$ cat config.mk
export PLATFORM = sky130hd
export DESIGN_NAME = cmdlist_walker
export DESIGN_NICKNAME = d
export VERILOG_FILES = /design/src/rtl/cmdwalk_pkg.sv /design/src/rtl/cmdwalk_mover.sv /design/src/rtl/cmdwalk_list.sv /design/src/rtl/cmdlist_walker.sv
export SDC_FILE = /design/constraint.sdc
export NUM_CORES = 1
export LEC_CHECK = 0
export BUFFER_PORTS_ARGS = -buffer_cell sky130_fd_sc_hd__buf_4
export CAP_MARGIN = 40
export CORE_MARGIN = 3
export CORE_UTILIZATION = 30
export DETAILED_ROUTE_END_ITERATION = 10
export HOLD_SLACK_MARGIN = 0.05
export MAX_ROUTING_LAYER = met4
export PLACE_DENSITY = 0.55
export SLEW_MARGIN = 20
export SYNTH_ARGS = -nofsm -noshare
export SYNTH_HDL_FRONTEND = slang
export SYNTH_SLANG_ARGS = --single-unit
$ cat constraint.sdc
create_clock -name clk -period 6.6 [get_ports clk]
set_input_delay 1.32 -clock clk [delete_from_list [all_inputs] [get_ports clk]]
set_output_delay 1.32 -clock clk [all_outputs]
set_load 0.05 [all_outputs]
$ cat src/rtl/cmdwalk_pkg.sv
package cmdwalk_pkg;
    localparam int WORD_W  = 32;
    localparam int HALF_W  = WORD_W / 2;
    localparam int CNT_W   = HALF_W;
    localparam int PTR_W   = WORD_W - 3;
    localparam int WIDX_W  = 3;

    localparam int ENT_LAST_BIT  = 31;
    localparam int ENT_CHAIN_BIT = 29;
    localparam int CMD_LAST_BIT  = 31;
    localparam logic [1:0] KIND_BOX = 2'd3;

    localparam logic [WIDX_W-1:0] LIN_LAST_IDX = 3'd3;
    localparam logic [WIDX_W-1:0] BOX_LAST_IDX = 3'd5;
    localparam logic [WORD_W-1:0] LIN_BYTES    = 32'd16;
    localparam logic [WORD_W-1:0] BOX_BYTES    = 32'd24;

    typedef enum logic [2:0] {
        L_IDLE, L_PTR_RD, L_PTR_WAIT, L_DSC_RD, L_DSC_WAIT, L_MOVE
    } list_st_e;

    typedef enum logic [1:0] {
        M_IDLE, M_RD, M_RWAIT, M_WR
    } mv_st_e;
endpackage

$ cat src/rtl/cmdwalk_mover.sv
module cmdwalk_mover
    import cmdwalk_pkg::*;
(
    input  logic              clk,
    input  logic              rst_n,
    input  logic              start,
    input  logic [WORD_W-1:0] src_base,
    input  logic [WORD_W-1:0] dst_base,
    input  logic [CNT_W-1:0]  row_words,
    input  logic [CNT_W-1:0]  row_count,
    input  logic [HALF_W-1:0] src_step,
    input  logic [HALF_W-1:0] dst_step,
    output logic              req,
    output logic              we,
    output logic [WORD_W-1:0] addr,
    output logic [WORD_W-1:0] wdata,
    input  logic              ready,
    input  logic              rvalid,
    input  logic [WORD_W-1:0] rdata,
    output logic              fin
);
    typedef struct packed {
        mv_st_e            st;
        logic [WORD_W-1:0] src_row;
        logic [WORD_W-1:0] dst_row;
        logic [CNT_W-1:0]  widx;
        logic [CNT_W-1:0]  rows_left;
        logic [WORD_W-1:0] data;
    } mv_regs_t;

    mv_regs_t q, d;
    logic [WORD_W-1:0] word_off;

    always_comb begin
        d        = q;
        fin      = 1'b0;
        req      = 1'b0;
        we       = 1'b0;
        word_off = WORD_W'(q.widx) << 2;
        addr     = q.src_row + word_off;
        wdata    = q.data;
        case (q.st)
            M_IDLE: begin
                if (start) begin
                    d.src_row   = src_base;
                    d.dst_row   = dst_base;
                    d.widx      = '0;
                    d.rows_left = row_count;
                    if (row_words == '0 || row_count == '0) begin
                        fin = 1'b1;
                    end else begin
                        d.st = M_RD;
                    end
                end
            end
            M_RD: begin
                req = 1'b1;
                if (ready) d.st = M_RWAIT;
            end
            M_RWAIT: begin
                if (rvalid) begin
                    d.data = rdata;
                    d.st   = M_WR;
                end
            end
            M_WR: begin
                req  = 1'b1;
                we   = 1'b1;
                addr = q.dst_row + word_off;
                if (ready) begin
                    if (q.widx == row_words - 1'b1) begin
                        d.widx = '0;
                        if (q.rows_left == CNT_W'(1)) begin
                            fin  = 1'b1;
                            d.st = M_IDLE;
                        end else begin
                            d.rows_left = q.rows_left - 1'b1;
                            d.src_row   = q.src_row + WORD_W'(src_step);
                            d.dst_row   = q.dst_row + WORD_W'(dst_step);
                            d.st        = M_RD;
                        end
                    end else begin
                        d.widx = q.widx + 1'b1;
                        d.st   = M_RD;
                    end
                end
            end
            default: d.st = M_IDLE;
        endcase
    end

    always_ff @(posedge clk) begin
        if (!rst_n) q <= '0;
        else        q <= d;
    end

    // a stalled request keeps its address and direction
    p_hold_req_r8: assert property (@(posedge clk) disable iff (!rst_n)
        (req && !ready) |=> (req && $stable(addr) && $stable(we)));

    // an accepted write is never followed directly by another write
    p_read_between_r8: assert property (@(posedge clk) disable iff (!rst_n)
        (req && we && ready) |=> !(req && we));
endmodule

$ cat src/rtl/cmdwalk_list.sv
module cmdwalk_list
    import cmdwalk_pkg::*;
(
    input  logic              clk,
    input  logic              rst_n,
    input  logic              ptr_wr,
    input  logic [PTR_W-1:0]  ptr_word,
    output logic              req,
    output logic [WORD_W-1:0] addr,
    input  logic              ready,
    input  logic              rvalid,
    input  logic [WORD_W-1:0] rdata,
    output logic              mv_start,
    input  logic              mv_fin,
    output logic              is_box,
    output logic [WORD_W-1:0] f_src,
    output logic [WORD_W-1:0] f_dst,
    output logic [WORD_W-1:0] f_len,
    output logic [HALF_W-1:0] f_rows,
    output logic [WORD_W-1:0] f_step,
    output logic              busy,
    output logic              done,
    output logic              overrun
);
    typedef struct packed {
        list_st_e          st;
        logic [WORD_W-1:0] ptr_addr;
        logic [WORD_W-1:0] dsc_addr;
        logic [WIDX_W-1:0] widx;
        logic              last_ent;
        logic              box;
        logic              cmd_last;
        logic [WORD_W-1:0] src;
        logic [WORD_W-1:0] dst;
        logic [WORD_W-1:0] len;
        logic [HALF_W-1:0] rows;
        logic [WORD_W-1:0] step;
        logic              start;
        logic              done;
        logic              ovr;
    } list_regs_t;

    list_regs_t q, d;
    logic              kind_box;
    logic [WIDX_W-1:0] last_idx;

    always_comb begin
        d        = q;
        d.start  = 1'b0;
        d.done   = 1'b0;
        req      = 1'b0;
        addr     = q.ptr_addr;
        kind_box = (q.widx == '0) ? (rdata[1:0] == KIND_BOX) : q.box;
        last_idx = kind_box ? BOX_LAST_IDX : LIN_LAST_IDX;
        if (ptr_wr && q.st != L_IDLE) d.ovr = 1'b1;
        case (q.st)
            L_IDLE: begin
                if (ptr_wr) begin
                    d.ptr_addr = {ptr_word, 3'b000};
                    d.st       = L_PTR_RD;
                end
            end
            L_PTR_RD: begin
                req = 1'b1;
                if (ready) d.st = L_PTR_WAIT;
            end
            L_PTR_WAIT: begin
                if (rvalid) begin
                    d.last_ent = rdata[ENT_LAST_BIT];
                    if (rdata[ENT_CHAIN_BIT]) begin
                        d.ptr_addr = {rdata[PTR_W-1:0], 3'b000};
                        d.st       = L_PTR_RD;
                    end else begin
                        d.dsc_addr = {rdata[PTR_W-1:0], 3'b000};
                        d.widx     = '0;
                        d.st       = L_DSC_RD;
                    end
                end
            end
            L_DSC_RD: begin
                req  = 1'b1;
                addr = q.dsc_addr + {{(WORD_W-WIDX_W-2){1'b0}}, q.widx, 2'b00};
                if (ready) d.st = L_DSC_WAIT;
            end
            L_DSC_WAIT: begin
                if (rvalid) begin
                    case (q.widx)
                        3'd0: begin
                            d.box      = kind_box;
                            d.cmd_last = rdata[CMD_LAST_BIT];
                        end
                        3'd1:    d.src  = rdata;
                        3'd2:    d.dst  = rdata;
                        3'd3:    d.len  = rdata;
                        3'd4:    d.rows = rdata[WORD_W-1:HALF_W];
                        3'd5:    d.step = rdata;
                        default: d.st   = L_IDLE;
                    endcase
                    if (q.widx == last_idx) begin
                        d.st    = L_MOVE;
                        d.start = 1'b1;
                    end else begin
                        d.widx = q.widx + 1'b1;
                        d.st   = L_DSC_RD;
                    end
                end
            end
            L_MOVE: begin
                if (mv_fin) begin
                    if (q.cmd_last) begin
                        if (q.last_ent) begin
                            d.st   = L_IDLE;
                            d.done = 1'b1;
                        end else begin
                            d.ptr_addr = q.ptr_addr + 32'd4;
                            d.st       = L_PTR_RD;
                        end
                    end else begin
                        d.dsc_addr = q.dsc_addr + (q.box ? BOX_BYTES : LIN_BYTES);
                        d.widx     = '0;
                        d.st       = L_DSC_RD;
                    end
                end
            end
            default: d.st = L_IDLE;
        endcase
    end

    always_ff @(posedge clk) begin
        if (!rst_n) q <= '0;
        else        q <= d;
    end

    assign mv_start = q.start;
    assign is_box   = q.box;
    assign f_src    = q.src;
    assign f_dst    = q.dst;
    assign f_len    = q.len;
    assign f_rows   = q.rows;
    assign f_step   = q.step;
    assign busy     = (q.st != L_IDLE);
    assign done     = q.done;
    assign overrun  = q.ovr;

    p_start_busy_r2: assert property (@(posedge clk) disable iff (!rst_n)
        (ptr_wr && !busy) |=> busy);

    p_done_idle_r9: assert property (@(posedge clk) disable iff (!rst_n)
        done |-> !busy);

    p_busy_fall_done_r9: assert property (@(posedge clk) disable iff (!rst_n)
        $fell(busy) |-> done);

    p_done_pulse_r9: assert property (@(posedge clk) disable iff (!rst_n)
        done |=> !done);

    p_ovr_sticky_r10: assert property (@(posedge clk) disable iff (!rst_n)
        overrun |=> overrun);

    p_ovr_set_r10: assert property (@(posedge clk) disable iff (!rst_n)
        (ptr_wr && busy) |=> overrun);
endmodule

$ cat src/rtl/cmdlist_walker.sv
module cmdlist_walker
    import cmdwalk_pkg::*;
(
    input  logic              clk,
    input  logic              rst_n,
    input  logic              ptr_wr,
    input  logic [PTR_W-1:0]  ptr_word,
    output logic              mem_req,
    output logic              mem_we,
    output logic [WORD_W-1:0] mem_addr,
    output logic [WORD_W-1:0] mem_wdata,
    input  logic              mem_ready,
    input  logic              mem_rvalid,
    input  logic [WORD_W-1:0] mem_rdata,
    output logic              busy,
    output logic              done,
    output logic              overrun
);
    logic              l_req, m_req, m_we, mv_start, mv_fin, is_box;
    logic [WORD_W-1:0] l_addr, m_addr, m_wdata;
    logic [WORD_W-1:0] f_src, f_dst, f_len, f_step;
    logic [HALF_W-1:0] f_rows;
    logic [HALF_W-1:0] len_bytes;
    logic [CNT_W:0]    len_round;
    logic [CNT_W-1:0]  row_words, row_count;
    logic [HALF_W-1:0] src_step, dst_step;

    cmdwalk_list u_list (
        .clk      (clk),
        .rst_n    (rst_n),
        .ptr_wr   (ptr_wr),
        .ptr_word (ptr_word),
        .req      (l_req),
        .addr     (l_addr),
        .ready    (mem_ready),
        .rvalid   (mem_rvalid),
        .rdata    (mem_rdata),
        .mv_start (mv_start),
        .mv_fin   (mv_fin),
        .is_box   (is_box),
        .f_src    (f_src),
        .f_dst    (f_dst),
        .f_len    (f_len),
        .f_rows   (f_rows),
        .f_step   (f_step),
        .busy     (busy),
        .done     (done),
        .overrun  (overrun)
    );

    // Steer the descriptor halves to the copy engine
    always_comb begin
        len_bytes = is_box ? f_len[WORD_W-1:HALF_W] : f_len[HALF_W-1:0];
        len_round = {1'b0, len_bytes} + (CNT_W+1)'(3);
        row_words = CNT_W'(len_round >> 2);
        row_count = is_box ? f_rows : CNT_W'(1);
        src_step  = is_box ? f_step[WORD_W-1:HALF_W] : '0;
        dst_step  = is_box ? f_step[HALF_W-1:0] : '0;
    end

    cmdwalk_mover u_mover (
        .clk       (clk),
        .rst_n     (rst_n),
        .start     (mv_start),
        .src_base  (f_src),
        .dst_base  (f_dst),
        .row_words (row_words),
        .row_count (row_count),
        .src_step  (src_step),
        .dst_step  (dst_step),
        .req       (m_req),
        .we        (m_we),
        .addr      (m_addr),
        .wdata     (m_wdata),
        .ready     (mem_ready),
        .rvalid    (mem_rvalid),
        .rdata     (mem_rdata),
        .fin       (mv_fin)
    );

    assign mem_req   = l_req | m_req;
    assign mem_we    = m_req & m_we;
    assign mem_addr  = m_req ? m_addr : l_addr;
    assign mem_wdata = m_wdata;

    p_idle_quiet_r1: assert property (@(posedge clk) disable iff (!rst_n)
        !busy |-> !mem_req);

    p_one_owner_r8: assert property (@(posedge clk) disable iff (!rst_n)
        !(l_req && m_req));

    p_port_hold_r8: assert property (@(posedge clk) disable iff (!rst_n)
        (mem_req && !mem_ready) |=> (mem_req && $stable(mem_addr) && $stable(mem_we)));
endmodule

==> flow_summary.ini, run 1 <==
[synthesis]
synth_edf_count = 0
synth_area_leaders = dfxtp_1 (31%), nand2_1 (9.5%), a21oi_1 (6.9%), ha_1 (3.8%), clkbuf_1 (3.2%)
yosysTopAreaCellShare = 0.314
ys.flop_type = dfxtp_1
ys_ff_latch = 345
yosysTopAreaCell = dfxtp_1
avgSynthCellArea_um2 = 7.46
synth.net_count = 3079
ys_warn_count = 0
async_flop_share = 0
synth_cell_types = 86
syn-cell-area_um2 = 22000
yosysSeqAreaShare = 0.314
netlist_instances = 2944

[grt]
grt_pass1_wl_um = 132000
gr-total-overflow = 0
antenna_found_initial = 6
grt_pass1_vias = 19900
grt.total_usage = 0.229
grt_max_degree = 163

[power_and_ir_drop]
p_comb_frac = 0.282
power.share.sequential = 0.356
ir_drop_mv = 0.170
switchingPower_w = 0.00244
p_leak_nw = 8.86
p_clk_frac = 0.361
p_int_w = 0.00425
p_sw_frac = 0.365
powerDensity_nw_per_um2 = 267

[routing]
first_pass_iters = 6
antenna_left = 0
drc_errors = 0
wl_per_cell_um = 23.0
via_per_inst = 5.73
drt_iter0_drc = 2604
routed_wl_um = 89500
vias = 22400

[sta]
tns_ns = 0
period_share = 0.972
finalHoldViolCount = 0
post-route-min-period_ns = 6.42
rsz0062_at_grt = no
setup_viol = 0
maxSlewHeadroom = 0.453
clock-skew-final_ns = 0.0276
fmaxAchievable_ghz = 0.156
worstMarginPinSlew_ns = 0.812
drv_slew = 0

[die]
dieArea_um2 = 76500
initial_core_util = 0.305
die_w_um = 277
num_rows = 98
pin_count = 135
design.core.area_um2 = 72000
die_h_um = 277

[cts]
holdBufCountCts = 0
cts_setup_buffers = 0
ctsHtreeMaxLevel = 2
insertion_delay_ns = 0.59
ctsLongestPathBuffers = 3
clk_pin_slew_ns = 0.06
clock-sinks = 345
cts-root-buf = clkbuf_16
cts_tree = yes
cts_buffers = 42

[layout]
layout.nets = 3047
final_area_um2 = 25100
area.growth.synth_to_final_pct = 14.2
drive_gt1_frac = 0.113

[setup_path]
crit_required_ns = 5.28
crit_arrival_ns = 5.10
setup.worst_path.start_class = register
path_max_fanout = 9
cp-end-kind = primary output
worstSetupPathType = reg2out

[place]
dp_hpwl_um = 61400
gp_congestion = 0.927
portBuffers = 134
dpl-instance-area_um2 = 23600

[hold_path]
min_path_type = reg2reg

[job]
drv_cap = 0

[outcome]
outcome = finished clean
power by group through the flow:
| stage | Sequential (W) | Combinational (W) | Clock (W) |
|---|---|---|---|
| CTS | 0.00238 | 0.00186 | 0.00245 |
| global route | 0.00239 | 0.00201 | 0.00253 |
| global placement | 0.00243 | 0.00185 | 0 |
| detailed placement | 0.00242 | 0.00186 | 0 |
| finish | 0.00238 | 0.00189 | 0.00242 |
| floorplan | 0.00233 | 0.00124 | 0 |
cell usage after synthesis, drive strengths merged (35+ instances only):
| master | instances |
|---|---|
| a21o | 38 |
| and3 | 53 |
| nand3 | 102 |
| a211oi | 49 |
| nor4 | 35 |
| ha | 66 |
| xor2 | 44 |
| inv | 62 |
| o21ai | 144 |
| and2 | 50 |
| mux2i | 68 |
| buf | 66 |
| o31ai | 39 |
| xnor2 | 59 |
| nor2 | 136 |
| a21oi | 305 |
| clkbuf | 192 |
| nand2 | 557 |
| nor3 | 86 |
| dfxtp | 345 |
registers in the layout, summed over array words and instances, names as in the netlist:
name,count
u_list.done,1
u_list.f_dst,32
u_list.f_len,32
u_list.f_rows,16
u_list.f_src,32
u_list.f_step,32
u_list.is_box,1
u_list.mv_start,1
u_list.overrun,1
u_list.q,67
u_mover.q,98
u_mover.wdata,32
cell families after synthesis:
kind of cell | after synthesis | synth area share
and+or+nand+nor | 1173 | 0.250
AOI/OAI and AO/OA | 846 | 0.248
DFF | 345 | 0.314
buffers and inverters | 320 | 0.0636
xor gates and xnor gates | 104 | 0.0421
muxes | 87 | 0.0412
adders and majority gates | 69 | 0.0403
per-layer routing:
layer / share of wire / routed length, µm / track usage / vias up
met5: 0 / 0 / - / -
met4: 0.034 / 3020 / 0.0789 / 0
met3: 0.087 / 7800 / 0.0395 / 137
met2: 0.43 / 38500 / 0.332 / 963
met1: 0.45 / 40200 / 0.319 / 10700
li1: - / - / - / 10500
layout by cell type (no fill, tap or decap), types with 38 or more instances in the layout:
master,instances
and2_1,50
inv_1,60
a21o_1,38
xnor2_1,59
nor3_1,84
o21ai_0,129
nand3_1,102
a211oi_1,46
and3_1,49
clkbuf_16,45
dfxtp_1,344
mux2i_1,65
xor2_1,44
buf_4,172
a21oi_1,300
ha_1,65
nor2_1,132
nand2_1,554
worst max-delay path, stage by stage (launching register included):
cell,delay (ns)
dfxtp_1,0.44
ha_4,0.26
mux2_2,0.36
ha_1,0.21
fa_1,0.41
a21o_1,0.18
a21oi_1,0.25
o21bai_1,0.12
a2111oi_1,0.60
o31ai_1,0.27
o21ai_0,0.35
o21bai_1,0.11
a21oi_1,0.29
mux2i_1,0.13
a211o_2,0.32
buf_4,0.21
stage by stage:
step / hold WS [ns] / power (W) / cells / util / setup WS [ns]
after floorplan: 0.432 / 0.00357 / 2944 / - / 0.0792
after global placement: 0.438 / 0.00427 / 3808 / 0.326 / 0.724
after detailed placement: 0.442 / 0.00428 / 3815 / 0.328 / 0.703
after CTS: 0.450 / 0.00669 / 3892 / 0.348 / 0.0429
after global routing: 0.468 / 0.00694 / 3898 / 0.349 / 0.00604
final: 0.452 / 0.00669 / 3898 / 0.349 / 0.183
area by class of cell:
cell class	instances	area (µm²)
Tap cell	950	1190
Multi-Input combinational cell	2279	13800
Clock buffer	68	1320
Fill cell	7593	46900
Timing Repair Buffer	182	1510
Clock inverter	9	95.1
Antenna cell	3	7.51
Sequential cell	345	6910
Inverter	62	240
timing repair:
action                                 4_1_cts  5_1_grt
endpoints found under the hold margin        0        0
setup endpoints to repair                    0        3
resized for setup                            0        1
path summary, 6_finish.rpt:
path,slack [ns],start,end,depth (start not counted)
worst max-delay path,0.18,u_mover.q[129],mem_addr[18],15
worst max register to register,1.42,u_list.is_box,u_list.q[162],11
worst min-delay path,0.45,u_mover.wdata[4],u_mover.wdata[4],2
worst min register to register,0.45,u_mover.wdata[4],u_mover.wdata[4],2
No activity file was read; power rests on OpenSTA's default activity.
==> run 2, diff against run 1 <==
ABC_AREA = 1   (was not set)
==> run 2 against run 1 <==
Net effect: setup slack gained 0.45 ns; maximum frequency increased by 7.5%; global-route usage decreased by 0.68 points; critical path depth is 5 higher.
==> flow_summary.ini, run 2 <==
[hold_path]
holdPathStages = 2
hold_end = u_list.f_src[12]
min_from = u_list.f_src[12]
min_path_type = reg2reg

[routing]
drc_errors = 0
wl_met1_um = 40500
antenna_left = 0
via_per_inst = 5.16
first_pass_iters = 5
top_layer_used = met4
wl_per_cell_um = 19.2
wl_met3_um = 6390
drt_iter0_drc = 2272
met2_wirelength_um = 36000
vias = 23100
routed_wl_um = 86000

[grt]
gr-total-overflow = 0
grt_pass1_vias = 21100
grt_pass1_wl_um = 130000
grt_max_degree = 77
antenna_found_initial = 8
grt.total_usage = 0.222

[synthesis]
synth_cell_types = 60
synth_edf_count = 0
synth.most_common_cell = nand2_1
yosysTopAreaCell = dfxtp_1
ys.flop_type = dfxtp_1
syn-cell-area_um2 = 22300
ys_warn_count = 0
synth_area_leaders = dfxtp_1 (31%), nand2_1 (13%), a21oi_1 (8.7%), o21ai_0 (7.8%), inv_1 (6.1%)
netlist_instances = 3478
yosysTopAreaCellShare = 0.309
synth.net_count = 3613
avgSynthCellArea_um2 = 6.42
netlist_top_cells_count = nand2_1 (747), a21oi_1 (387), inv_1 (363), o21ai_0 (349), dfxtp_1 (345)
ys_ff_latch = 345
async_flop_share = 0
yosysSeqAreaShare = 0.309

[die]
initial_core_util = 0.305
design.core.area_um2 = 73300
dieArea_um2 = 77800
pin_count = 135
num_rows = 99
die_h_um = 279
die_w_um = 279

[power_and_ir_drop]
p_comb_frac = 0.320
p_leak_nw = 10.6
ir_drop_mv = 0.263
switchingPower_w = 0.00277
p_int_w = 0.00435
p_clk_frac = 0.352
p_sw_frac = 0.388
powerDensity_nw_per_um2 = 280
power.share.sequential = 0.328

[sta]
worstMarginPinSlew_ns = 0.904
clock-skew-final_ns = 0.0295
finalHoldViolCount = 0
post-route-min-period_ns = 5.97
maxSlewHeadroom = 0.397
tns_ns = 0
drv_slew = 0
period_share = 0.904
rsz0062_at_grt = no
fmaxAchievable_ghz = 0.168
layout_setup_ws_ns = 0.633
setup_viol = 0

[setup_path]
worstSetupPathType = reg2out
rr_worst_depth = 23
crit_start = u_mover.q[128]
crit_required_ns = 5.28
reg2reg_slack_ns = 1.50
cp-end-kind = primary output
path_max_fanout = 34
r2r-end = u_list.q[166]
setup.worst_path.start_class = register
reg2reg_from = u_list.is_box
crit_arrival_ns = 4.65

[layout]
drive_gt1_frac = 0.0999
top_register = u_mover.q
top_regs = u_mover.q (98), u_list.q (67)
final_cell_mix = nand2_1 (745), a21oi_1 (386), inv_1 (361), dfxtp_1 (344), o21ai_0 (343)
largest_reg_flops = 98
layout.nets = 3615
area.growth.synth_to_final_pct = 13.8
layout_commonest_cell = nand2_1

[cts]
clk_pin_slew_ns = 0.07
clock-sinks = 345
cts-root-buf = clkbuf_16
cts_buffers = 41
ctsResizeCount = 0
insertion_delay_ns = 0.58
cts_setup_buffers = 0
holdBufCountCts = 0
ctsLongestPathBuffers = 3
ctsHtreeMaxLevel = 2
cts_tree = yes

[place]
preCtsSetupSlack_ns = 0.979
dp_hpwl_um = 63000
portBuffers = 134
gp_congestion = 0.940

[outcome]
outcome = finished clean

[job]
drv_cap = 0
-- run 2: kinds of logic (layout without fill, tap and decap cells) --
group / count (synthesis) / in the layout / synth area share
buffers and inverters: 589 / 624 / 0.110
AO/OA/AOI/OAI: 932 / 932 / 0.228
AND/OR/NAND/NOR: 1455 / 1455 / 0.278
flip-flops: 345 / 345 / 0.309
other: 0 / 3 / 0
XOR/XNOR: 88 / 88 / 0.0351
adder cells (fa/ha/maj): 69 / 69 / 0.0397
-- run 2: routing by layer --
metal  global-route usage  vias up
met5                    -        -
met4               0.0824        0
met3               0.0333      145
met2                0.321      756
met1                0.311    10700
li1                     -    11500
-- run 2: worst max path at each step --
stage	to	depth (start not counted)
floorplan	mem_addr[15]	20
global placement	mem_addr[26]	20
detailed placement	mem_addr[26]	20
CTS	mem_addr[26]	20
global route	mem_addr[26]	20
finish	mem_addr[26]	20
-- run 2: layout make-up --
type | instances | area [µm²]
Clock inverter | 18 | 225
Inverter | 379 | 1430
Fill cell | 8193 | 47900
Clock buffer | 58 | 1240
Multi-Input combinational cell | 2544 | 13000
Sequential cell | 345 | 6910
Timing Repair Buffer | 169 | 1390
Antenna cell | 3 | 7.51
Tap cell | 959 | 1200
-- run 2: power groups by stage --
stage	sequential (W)	clock (W)	combinational [W]
finish	0.00233	0.00251	0.00228
global route	0.00235	0.00264	0.00249
CTS	0.00233	0.00255	0.00226
detailed placement	0.00237	0	0.00225
global placement	0.00237	0	0.00222
floorplan	0.00233	0	0.00160
-- run 2: stage by stage --
stage / hold slack (ns) / area (µm²) / std cells / util / power [W]
3_3_place_gp: 0.434 / 23800 / 4387 / 0.324 / 0.00460
4_1_cts: 0.446 / 25400 / 4471 / 0.346 / 0.00714
2_1_floorplan: 0.424 / 22300 / 3478 / - / 0.00392
5_1_grt: 0.471 / 25400 / 4472 / 0.347 / 0.00748
6_report: 0.444 / 25400 / 4475 / 0.347 / 0.00712
3_5_place_dp: 0.436 / 23900 / 4395 / 0.326 / 0.00462
-- run 2: worst max-delay path, cell delays in order, from the launching register on --
cell	delay, ns
dfxtp_1	0.44
ha_4	0.41
nand2_1	0.10
o21ai_0	0.10
ha_1	0.22
fa_1	0.22
nand3_1	0.08
nand3_1	0.12
nand3_1	0.09
nand2_1	0.12
a21oi_1	0.13
o21ai_0	0.37
a31oi_1	0.23
o31ai_2	0.37
nand2_1	0.15
nor3_2	0.30
inv_1	0.10
o21ai_0	0.17
nand3_1	0.09
nand2_1	0.07
buf_4	0.20
